===== src/rtl/bsu_pkg.sv =====
// Package: shared types and sizes for the barrel shift execution unit.
// Assumes a power-of-two data width; opcode encoding is fixed by the
// decode stage that drives the unit.
package bsu_pkg;

    localparam int BSU_DATA_W = 32;
    localparam int BSU_AMT_W  = 8;

    typedef enum logic [2:0] {
        OP_ASR = 3'd0,
        OP_LSL = 3'd1,
        OP_LSR = 3'd2,
        OP_ROR = 3'd3,
        OP_RRX = 3'd4
    } bsu_op_e;

endpackage


===== src/rtl/bsu_amount_sel.sv =====
// Module: bsu_amount_sel
// Chooses the effective shift amount from the immediate field or the
// register byte. Assumes AMT_W is wide enough to hold DATA_W. An immediate
// of zero means a full-width shift for the two right shifts.
module bsu_amount_sel
    import bsu_pkg::*;
#(
    parameter int DATA_W = BSU_DATA_W,
    parameter int AMT_W  = BSU_AMT_W,
    parameter int IMM_W  = $clog2(DATA_W)
) (
    input  logic             amt_src,
    input  logic [IMM_W-1:0] imm_amt,
    input  logic [AMT_W-1:0] reg_amt,
    input  bsu_op_e          opcode,
    output logic [AMT_W-1:0] amt
);

    localparam logic [AMT_W-1:0] FULL_AMT = AMT_W'(DATA_W);

    logic             is_rshift;
    logic [AMT_W-1:0] imm_dec;

    // Decode the immediate field into an amount.
    always_comb begin
        is_rshift = (opcode == OP_ASR) || (opcode == OP_LSR);
        if (is_rshift && (imm_amt == '0)) begin
            imm_dec = FULL_AMT;
        end else begin
            imm_dec = AMT_W'(imm_amt);
        end
    end

    // Pick the amount source.
    always_comb begin
        amt = amt_src ? reg_amt : imm_dec;
    end

    // Immediate amounts never exceed the data width.
    always_comb begin
        if (!amt_src) begin
            AST_IMM_RANGE: assert (amt <= FULL_AMT);
        end
    end

endmodule


===== src/rtl/bsu_shift_core.sv =====
// Module: bsu_shift_core
// Computes the shifted or rotated result and the carry out.
// Shifts run through a logarithmic right shifter on an extended word:
// {fill, operand, guard}. Left shifts reuse it by reversing the bits.
// The amount is capped at DATA_W+1, so bit 0 of the shifted word is the
// last bit moved out. Rotates use a separate log rotator indexed by
// amount mod DATA_W. Assumes DATA_W is a power of two.
module bsu_shift_core
    import bsu_pkg::*;
#(
    parameter int DATA_W = BSU_DATA_W,
    parameter int AMT_W  = BSU_AMT_W
) (
    input  logic [DATA_W-1:0] op_a,
    input  logic [AMT_W-1:0]  amt,
    input  bsu_op_e           opcode,
    input  logic              carry_in,
    output logic [DATA_W-1:0] res,
    output logic              c_out
);

    localparam int SH_W  = $clog2(DATA_W);
    localparam int SAT_W = SH_W + 1;
    localparam int EXT_W = 2 * DATA_W + 2;
    localparam logic [AMT_W-1:0] CAP_AMT  = AMT_W'(DATA_W + 1);
    localparam logic [AMT_W-1:0] FULL_AMT = AMT_W'(DATA_W);

    // Reverse the bit order of a data word.
    function automatic logic [DATA_W-1:0] bit_rev(input logic [DATA_W-1:0] v);
        logic [DATA_W-1:0] r;
        for (int i = 0; i < DATA_W; i++) begin
            r[i] = v[DATA_W-1-i];
        end
        return r;
    endfunction

    logic [SAT_W-1:0]  sat_amt;
    logic [DATA_W-1:0] sh_src;
    logic              sh_fill;
    logic [EXT_W-1:0]  sh_stg [0:SAT_W];
    logic [DATA_W-1:0] rot_stg [0:SH_W];
    logic [DATA_W-1:0] sh_out;
    logic              sh_c;
    logic [DATA_W-1:0] rot_out;
    logic              amt_zero;

    // Cap the amount so that the fill region covers every large shift.
    always_comb begin
        sat_amt = (amt > CAP_AMT) ? SAT_W'(DATA_W + 1) : amt[SAT_W-1:0];
    end

    // Select the shifter input and the fill bit for the operation.
    always_comb begin
        unique case (opcode)
            OP_LSL:  begin sh_src = bit_rev(op_a); sh_fill = 1'b0;           end
            OP_ASR:  begin sh_src = op_a;          sh_fill = op_a[DATA_W-1]; end
            default: begin sh_src = op_a;          sh_fill = 1'b0;           end
        endcase
    end

    assign sh_stg[0]  = {{(DATA_W+1){sh_fill}}, sh_src, 1'b0};
    assign rot_stg[0] = op_a;

    // Logarithmic right shifter, one stage per amount bit.
    for (genvar k = 0; k < SAT_W; k++) begin : g_shift
        localparam int STEP = 1 << k;
        assign sh_stg[k+1] = sat_amt[k] ? (sh_stg[k] >> STEP) : sh_stg[k];
    end

    // Logarithmic right rotator, amount taken modulo DATA_W.
    for (genvar k = 0; k < SH_W; k++) begin : g_rot
        localparam int STEP = 1 << k;
        assign rot_stg[k+1] = amt[k]
            ? {rot_stg[k][STEP-1:0], rot_stg[k][DATA_W-1:STEP]}
            : rot_stg[k];
    end

    assign sh_out  = sh_stg[SAT_W][DATA_W:1];
    assign sh_c    = sh_stg[SAT_W][0];
    assign rot_out = rot_stg[SH_W];

    // Final operation mux: result and carry out.
    always_comb begin
        amt_zero = (amt == '0);
        res      = op_a;
        c_out    = carry_in;
        unique case (opcode)
            OP_ASR, OP_LSR: begin
                if (!amt_zero) begin
                    res   = sh_out;
                    c_out = sh_c;
                end
            end
            OP_LSL: begin
                if (!amt_zero) begin
                    res   = bit_rev(sh_out);
                    c_out = sh_c;
                end
            end
            OP_ROR: begin
                if (!amt_zero) begin
                    res   = rot_out;
                    c_out = rot_out[DATA_W-1];
                end
            end
            OP_RRX: begin
                res   = {carry_in, op_a[DATA_W-1:1]};
                c_out = op_a[0];
            end
            default: begin
                res   = op_a;
                c_out = carry_in;
            end
        endcase
    end

    // Guards on the shifter and rotator against the operation rules.
    always_comb begin
        if (((opcode == OP_LSL) || (opcode == OP_LSR)) && (amt >= FULL_AMT)) begin
            AST_LOGIC_CLEARS: assert (res == '0);
        end
        if ((opcode == OP_ASR) && (amt >= FULL_AMT)) begin
            AST_ASR_SIGN_FILL: assert ((res == {DATA_W{op_a[DATA_W-1]}}) && (c_out == op_a[DATA_W-1]));
        end
        if ((opcode == OP_RRX)) begin
            AST_RRX_THROUGH_CARRY: assert ((res[DATA_W-1] == carry_in) && (c_out == op_a[0]));
        end
        if ((opcode != OP_RRX) && (amt == '0)) begin
            AST_ZERO_AMT_PASS: assert ((res == op_a) && (c_out == carry_in));
        end
        if ((opcode == OP_ROR) && (amt != '0)) begin
            AST_ROR_CARRY_MSB: assert (c_out == res[DATA_W-1]);
        end
    end

endmodule


===== src/rtl/bsu_flag_gen.sv =====
// Module: bsu_flag_gen
// Forms the negative, zero and carry flags from the result. All flag
// outputs are forced low when no update is requested, so a stale value
// cannot be latched downstream.
module bsu_flag_gen
    import bsu_pkg::*;
#(
    parameter int DATA_W = BSU_DATA_W
) (
    input  logic [DATA_W-1:0] res,
    input  logic              c_new,
    input  logic              set_flags,
    output logic              flag_we,
    output logic              flag_n,
    output logic              flag_z,
    output logic              flag_c
);

    // Derive and gate the flags.
    always_comb begin
        flag_we = set_flags;
        flag_n  = set_flags & res[DATA_W-1];
        flag_z  = set_flags & (res == '0);
        flag_c  = set_flags & c_new;
    end

    // Flag outputs track the result when enabled and stay quiet otherwise.
    always_comb begin
        if (!set_flags) begin
            AST_FLAGS_QUIET: assert (!flag_we && !flag_n && !flag_z && !flag_c);
        end else begin
            AST_NZ_FOLLOW: assert ((flag_n == res[DATA_W-1]) && (flag_z == (res == '0)));
        end
    end

endmodule


===== src/rtl/barrel_shift_unit.sv =====
// Module: barrel_shift_unit (top)
// Combinational shift stage of a 32-bit datapath: amount selection,
// shift/rotate core and flag generation. Decode supplies the low byte of
// the amount register. The unit holds no state.
module barrel_shift_unit
    import bsu_pkg::*;
(
    input  logic [31:0] op_a,
    input  logic        amt_src,
    input  logic [4:0]  imm_amt,
    input  logic [7:0]  reg_amt,
    input  logic [2:0]  opcode,
    input  logic        carry_in,
    input  logic        set_flags,
    output logic [31:0] result,
    output logic        flag_we,
    output logic        flag_n,
    output logic        flag_z,
    output logic        flag_c
);

    localparam int DATA_W = BSU_DATA_W;
    localparam int AMT_W  = BSU_AMT_W;
    localparam int IMM_W  = $clog2(DATA_W);

    bsu_op_e           op_sel;
    logic [AMT_W-1:0]  eff_amt;
    logic [DATA_W-1:0] core_res;
    logic              core_c;

    // Interpret the opcode port as the operation type.
    always_comb begin
        op_sel = bsu_op_e'(opcode);
    end

    bsu_amount_sel #(
        .DATA_W (DATA_W),
        .AMT_W  (AMT_W),
        .IMM_W  (IMM_W)
    ) u_amount_sel (
        .amt_src (amt_src),
        .imm_amt (imm_amt),
        .reg_amt (reg_amt),
        .opcode  (op_sel),
        .amt     (eff_amt)
    );

    bsu_shift_core #(
        .DATA_W (DATA_W),
        .AMT_W  (AMT_W)
    ) u_shift_core (
        .op_a     (op_a),
        .amt      (eff_amt),
        .opcode   (op_sel),
        .carry_in (carry_in),
        .res      (core_res),
        .c_out    (core_c)
    );

    bsu_flag_gen #(
        .DATA_W (DATA_W)
    ) u_flag_gen (
        .res       (core_res),
        .c_new     (core_c),
        .set_flags (set_flags),
        .flag_we   (flag_we),
        .flag_n    (flag_n),
        .flag_z    (flag_z),
        .flag_c    (flag_c)
    );

    assign result = core_res;

    // Unknown opcodes behave as a move.
    always_comb begin
        if (opcode > 3'd4) begin
            AST_SPARE_OPCODE_MOVE: assert (result == op_a);
        end
    end

endmodule


===== config.mk =====
export PLATFORM = sky130hd
export DESIGN_NAME = barrel_shift_unit
export DESIGN_NICKNAME = d
export VERILOG_FILES = /design/src/rtl/bsu_pkg.sv /design/src/rtl/bsu_amount_sel.sv /design/src/rtl/bsu_shift_core.sv /design/src/rtl/bsu_flag_gen.sv /design/src/rtl/barrel_shift_unit.sv
export SDC_FILE = /design/constraint.sdc
export NUM_CORES = 1
export LEC_CHECK = 0
export BUFFER_PORTS_ARGS = -buffer_cell sky130_fd_sc_hd__buf_2
export CAP_MARGIN = 30
export CORE_UTILIZATION = 56
export DETAILED_ROUTE_END_ITERATION = 12
export PLACE_DENSITY_LB_ADDON = 0.12
export REMOVE_ABC_BUFFERS = 1
export SLEW_MARGIN = 20
export SYNTH_ARGS = -nofsm -noshare
export SYNTH_HDL_FRONTEND = slang
export SYNTH_HIERARCHICAL = 1
export SYNTH_SLANG_ARGS = --single-unit

===== constraint.sdc =====
create_clock -name vclk -period 5
set_clock_uncertainty 0.1 [all_clocks]
set_input_delay 1 -clock vclk [all_inputs]
set_output_delay 1 -clock vclk [all_outputs]
set_load 0.02 [all_outputs]

==> summary.md, run 1 <==
| Metric | Value |
|---|---|
| Rows | `39` |
| Cell Area, Synth | `6590 µm²` |
| Fail Step | `global routing` |
| Gpl congestion | `1.22` |
| Initial Util | `57.7%` |
| Placed cell count | `1435` |
| Syn_area_per_cell | `6.75 µm²` |
| First error | `[ERROR GRT-0116] Global routing finished with congestion. Check the congestion regions in the DRC Viewer.` |
| YS warnings | `6` |
| Status | `did not finish` |
| Die Wd | `110 µm` |
| Cells after synthesis | `976` |
| GRT Util Overall | `84.6%` |
| Seq/Total Area, Yosys | `0%` |
| HPWL Detailed | `32300 µm` |
| Top Ports | `87` |
| Die Y | `110 µm` |
| First-pass GRT wire length | `79200 µm` |
| Grt ovf | `179` |
| Post-CTS Hold Buffers | `0` |
| Count of cell types in the netlist | `78` |
| Post-Place Cell Area | `9390 µm²` |
| Port Buffers | `87` |
| Vias in the first global route | `12847` |
| Largest net degree at the start of global routing | `51` |
[metrics by stage]
stage	hold WS (ns)	setup WS, ns
3_5_place_dp	2.17	-1.01
3_3_place_gp	2.16	-0.901
4_1_cts	2.17	-0.586
2_1_floorplan	1.90	-3.30
[layer usage]
metal / overflow / GRT usage (%)
met3: 2 / 65.0
met5: 0 / 31.7
met4: 74 / 90.6
met2: 103 / 100
met1: 0 / 86.0
[logic make-up after synthesis]
family          after synthesis  share of synthesized area [%]
buf+inv                     126                           8.19
compound gates              347                           35.8
mux                         149                           30.5
simple gates                354                           25.5
[what timing repair did]
| action | 4_1_cts |
|---|---|
| endpoints found under the setup margin | 35 |
| hold endpoints to repair | 0 |
| resized for setup | 165 |
| pin swaps | 42 |
| gates cloned | 2 |
| setup buffers | 20 |
[cell usage after synthesis, drive strengths merged, types with 10 or more instances]
master / instances / share of area [%]
mux2: 39 / 6.7
buf: 39 / 3.2
a221oi: 10 / 1.3
clkbuf: 82 / 4.7
o211ai: 14 / 1.6
nand3: 34 / 2.6
mux4: 37 / 13
mux2i: 73 / 11
o21ai: 74 / 5.6
nor2: 131 / 7.6
nand2: 101 / 5.9
a22oi: 19 / 2.2
a31oi: 14 / 1.3
o22a: 10 / 1.3
a211oi: 27 / 3.1
a21oi: 71 / 5.5
o21a: 12 / 1.4
nor3: 25 / 2.2
nor4: 17 / 1.8
o22ai: 20 / 1.9
==> inputs of run 2 (changes only) <==
Settings changed: CORE_UTILIZATION 56 to 40, PLACE_DENSITY_LB_ADDON 0.12 to 0.15.
Clock period 5 ns to 6.5 ns, I/O delays scaled along.
==> run 2 against run 1 <==
Effect of this change:
- the flow now finishes, with violations (setup timing)
- synthesized cell count unchanged
- area after synthesis unchanged
==> summary.md, run 2 <==
| Metric | Value |
|---|---|
| Die area | `17000 µm²` |
| Routed Antenna Nets | `0` |
| Final nets | `1177` |
| Final Cycle Share | `101%` |
| Final min period | `6.54 ns` |
| Final hold viol count | `0` |
| Vias in the first global route | `8620` |
| Total power | `1080 µW` |
| Cells after synthesis | `976 (unchanged)` |
| Core region area | `16000 µm²` |
| Commonest non-fill, non-tap cells in the layout | `175 x buf_4, 127 x nor2_1, 99 x nand2_1` |
| Post-layout util | `53.1%` |
| RSZ-0062 raised after global routing | `true` |
| Gate power share | `100.0%` |
| Clock Power Share | `0%` |
| Leak pwr | `0.00341 µW` |
| Share of cells above drive strength 1 | `36.8%` |
| Int Pwr | `422 µW` |
| Startpoint Class | `input pin` |
| Grt ovf | `0` |
| Worst Setup Slack, final | `-0.0374 ns` |
| Sequential cell area | `0 µm²` |
| YS warnings | `6 (unchanged)` |
| Initial antenna violation count | `1` |
| Die Y | `130 µm (was 110 µm)` |
| Initial Util | `41.2% (was 57.7%)` |
| Rows | `46 (was 39)` |
| Seq cells | `0` |
| Clkbuf count | `0` |
| Seq/Total Area, Yosys | `0% (unchanged)` |
| Post-CTS Hold Buffers | `0 (unchanged)` |
| Cell Area, Synth | `6590 µm² (unchanged)` |
| Area delta synth->final | `29.1%` |
| Antenna Cells | `0` |
| Tightest Hold Check Type | `input pin to output port` |
| Slew HR | `40.2%` |
| DRC errors left | `0` |
| Count leader, synth | `nor2_1 (unchanged)` |
| Vias | `9729` |
| Share of the synthesized area in the top cell type | `12.7% (unchanged)` |
| Die Wd | `130 µm (was 110 µm)` |
| Critical path type | `input pin to output port` |
| Via/cell ratio | `7.26` |
| Synth cell count leaders | `130 x nor2_1, 100 x nand2_1, 80 x clkbuf_1 (unchanged)` |
| Largest net degree at the start of global routing | `46` |
| WP data required | `5.10 ns` |
| First drt pass iteration count | `6` |
| Syn_area_per_cell | `6.75 µm² (unchanged)` |
| Max cap viols | `0` |
| Placed cell count | `1334 (was 1435)` |
| DRT iter0 DRCs | `1444` |
| Pre-CTS WS | `-0.235 ns (was -1.01 ns)` |
| Top Ports | `87 (unchanged)` |
| Sw Ratio | `60.8%` |
| Pwr Density | `127 nW/µm²` |
| Worst VDD drop | `0.0000518 V` |
| Final Non-Filler Cells | `1340` |
| CP endpoint kind | `output port` |
| Crit path DAT | `5.14 ns` |
| Status | `finished with violations (was did not finish)` |
| Final Max Tran Viols | `0` |
| Hold path depth | `2` |
| Psw | `656 µW` |
| Non-Filler Cell Area, Final | `8500 µm²` |
| Total wire length | `41300 µm` |
| Avg WL per Cell | `30.8 µm` |
| Max Fclk | `0.153 GHz` |
| Commonest non-fill, non-tap cell in the layout | `buf_4` |
| Synth area leader | `mux4_2 (unchanged)` |
| Sequential power share | `0%` |
| Port Buffers | `87 (unchanged)` |
| Final setup vio count | `1` |
| Slew @ Worst Pin | `0.884 ns` |
| First-pass GRT wire length | `58000 µm` |
| Failing checks | `setup timing` |
| GRT Util Overall | `47.7%` |
| HPWL Detailed | `31200 µm (was 32300 µm)` |
| Worst Path Max Fanout | `7` |
| Post-Place Cell Area | `8150 µm² (was 9390 µm²)` |
| Synth area leaders | `mux4_2 13%, mux2i_1 11%, nor2_1 7.4%, mux2_2 6.7%, nand2_1 5.7% (unchanged)` |
| Count of cell types in the netlist | `78 (unchanged)` |
| Gpl congestion | `1.11 (was 1.22)` |
==> run 2: cell counts after synthesis <==
Identical to the previous run, type by type.
==> run 2: cell families (layout without fill, tap and decap cells) <==
kind of cell,Yosys count,in the layout,share of synthesized area (%)
compound gates,347,347,35.8
buf+inv,126,274,8.19
mux,149,149,30.5
simple gates,354,354,25.5
==> run 2: routing by layer <==
| metal | vias up | GRT usage [%] | routed length, µm |
|---|---|---|---|
| met4 | 4 | 30.1 | 3000 |
| met1 | 4602 | 61.0 | 15500 |
| met3 | 165 | 15.1 | 5740 |
| met5 | - | 3.24 | 144 |
| met2 | 853 | 68.7 | 16900 |
| li1 | 4105 | - | - |
==> run 2: worst paths after layout <==
check                     start  endpoint
worst min-delay path  set_flags   flag_we
worst max-delay path    amt_src    flag_z
==> run 2: metrics by stage <==
stage | TNS (ns) | hold WS, ns
finish | -0.0374 | 2.77
global route | -0.0764 | 2.78
CTS | 0 | 2.77
detailed placement | -0.235 | 2.76
global placement | -0.253 | 2.76
floorplan | -51.49 | 2.50
==> run 2: area by class of cell <==
cell class | instances | area (µm²)
fillers | 1668 | 7500
inverters | 5 | 18.8
multi-input cells | 850 | 6350
well taps | 216 | 270
repair buffers | 269 | 1870
==> run 2: worst max-delay path, cell delays in order <==
cell and delay [ns]:
buf_4 0.13, buf_4 0.12, mux2_2 0.34, o41a_1 0.57, buf_6 0.20, nor2_4 0.16
buf_12 0.15, a21oi_2 0.08, buf_4 0.16, o22ai_1 0.30, nor2_2 0.15, o22ai_1 0.33
o311ai_0 0.21, o22a_1 0.27, or3_4 0.34, nor3_2 0.17, buf_4 0.16
==> run 2: power by group through the flow <==
stage	Sequential, µW	Combinational, µW	Clock (µW)
3_3_place_gp	0	982	0
2_1_floorplan	0	517	0
5_1_grt	0	1110	0
3_5_place_dp	0	977	0
4_1_cts	0	990	0
6_report	0	1080	0
==> run 2: repair_timing <==
| action | 4_1_cts | 5_1_grt |
|---|---|---|
| gates resized for setup | 15 | 52 |
| cloned | 0 | 0 |
| pin swaps | 2 | 12 |
| endpoints found under the setup margin | 1 | 5 |
| buffers inserted | 1 | 5 |
No activity file was read; power rests on OpenSTA's default activity.
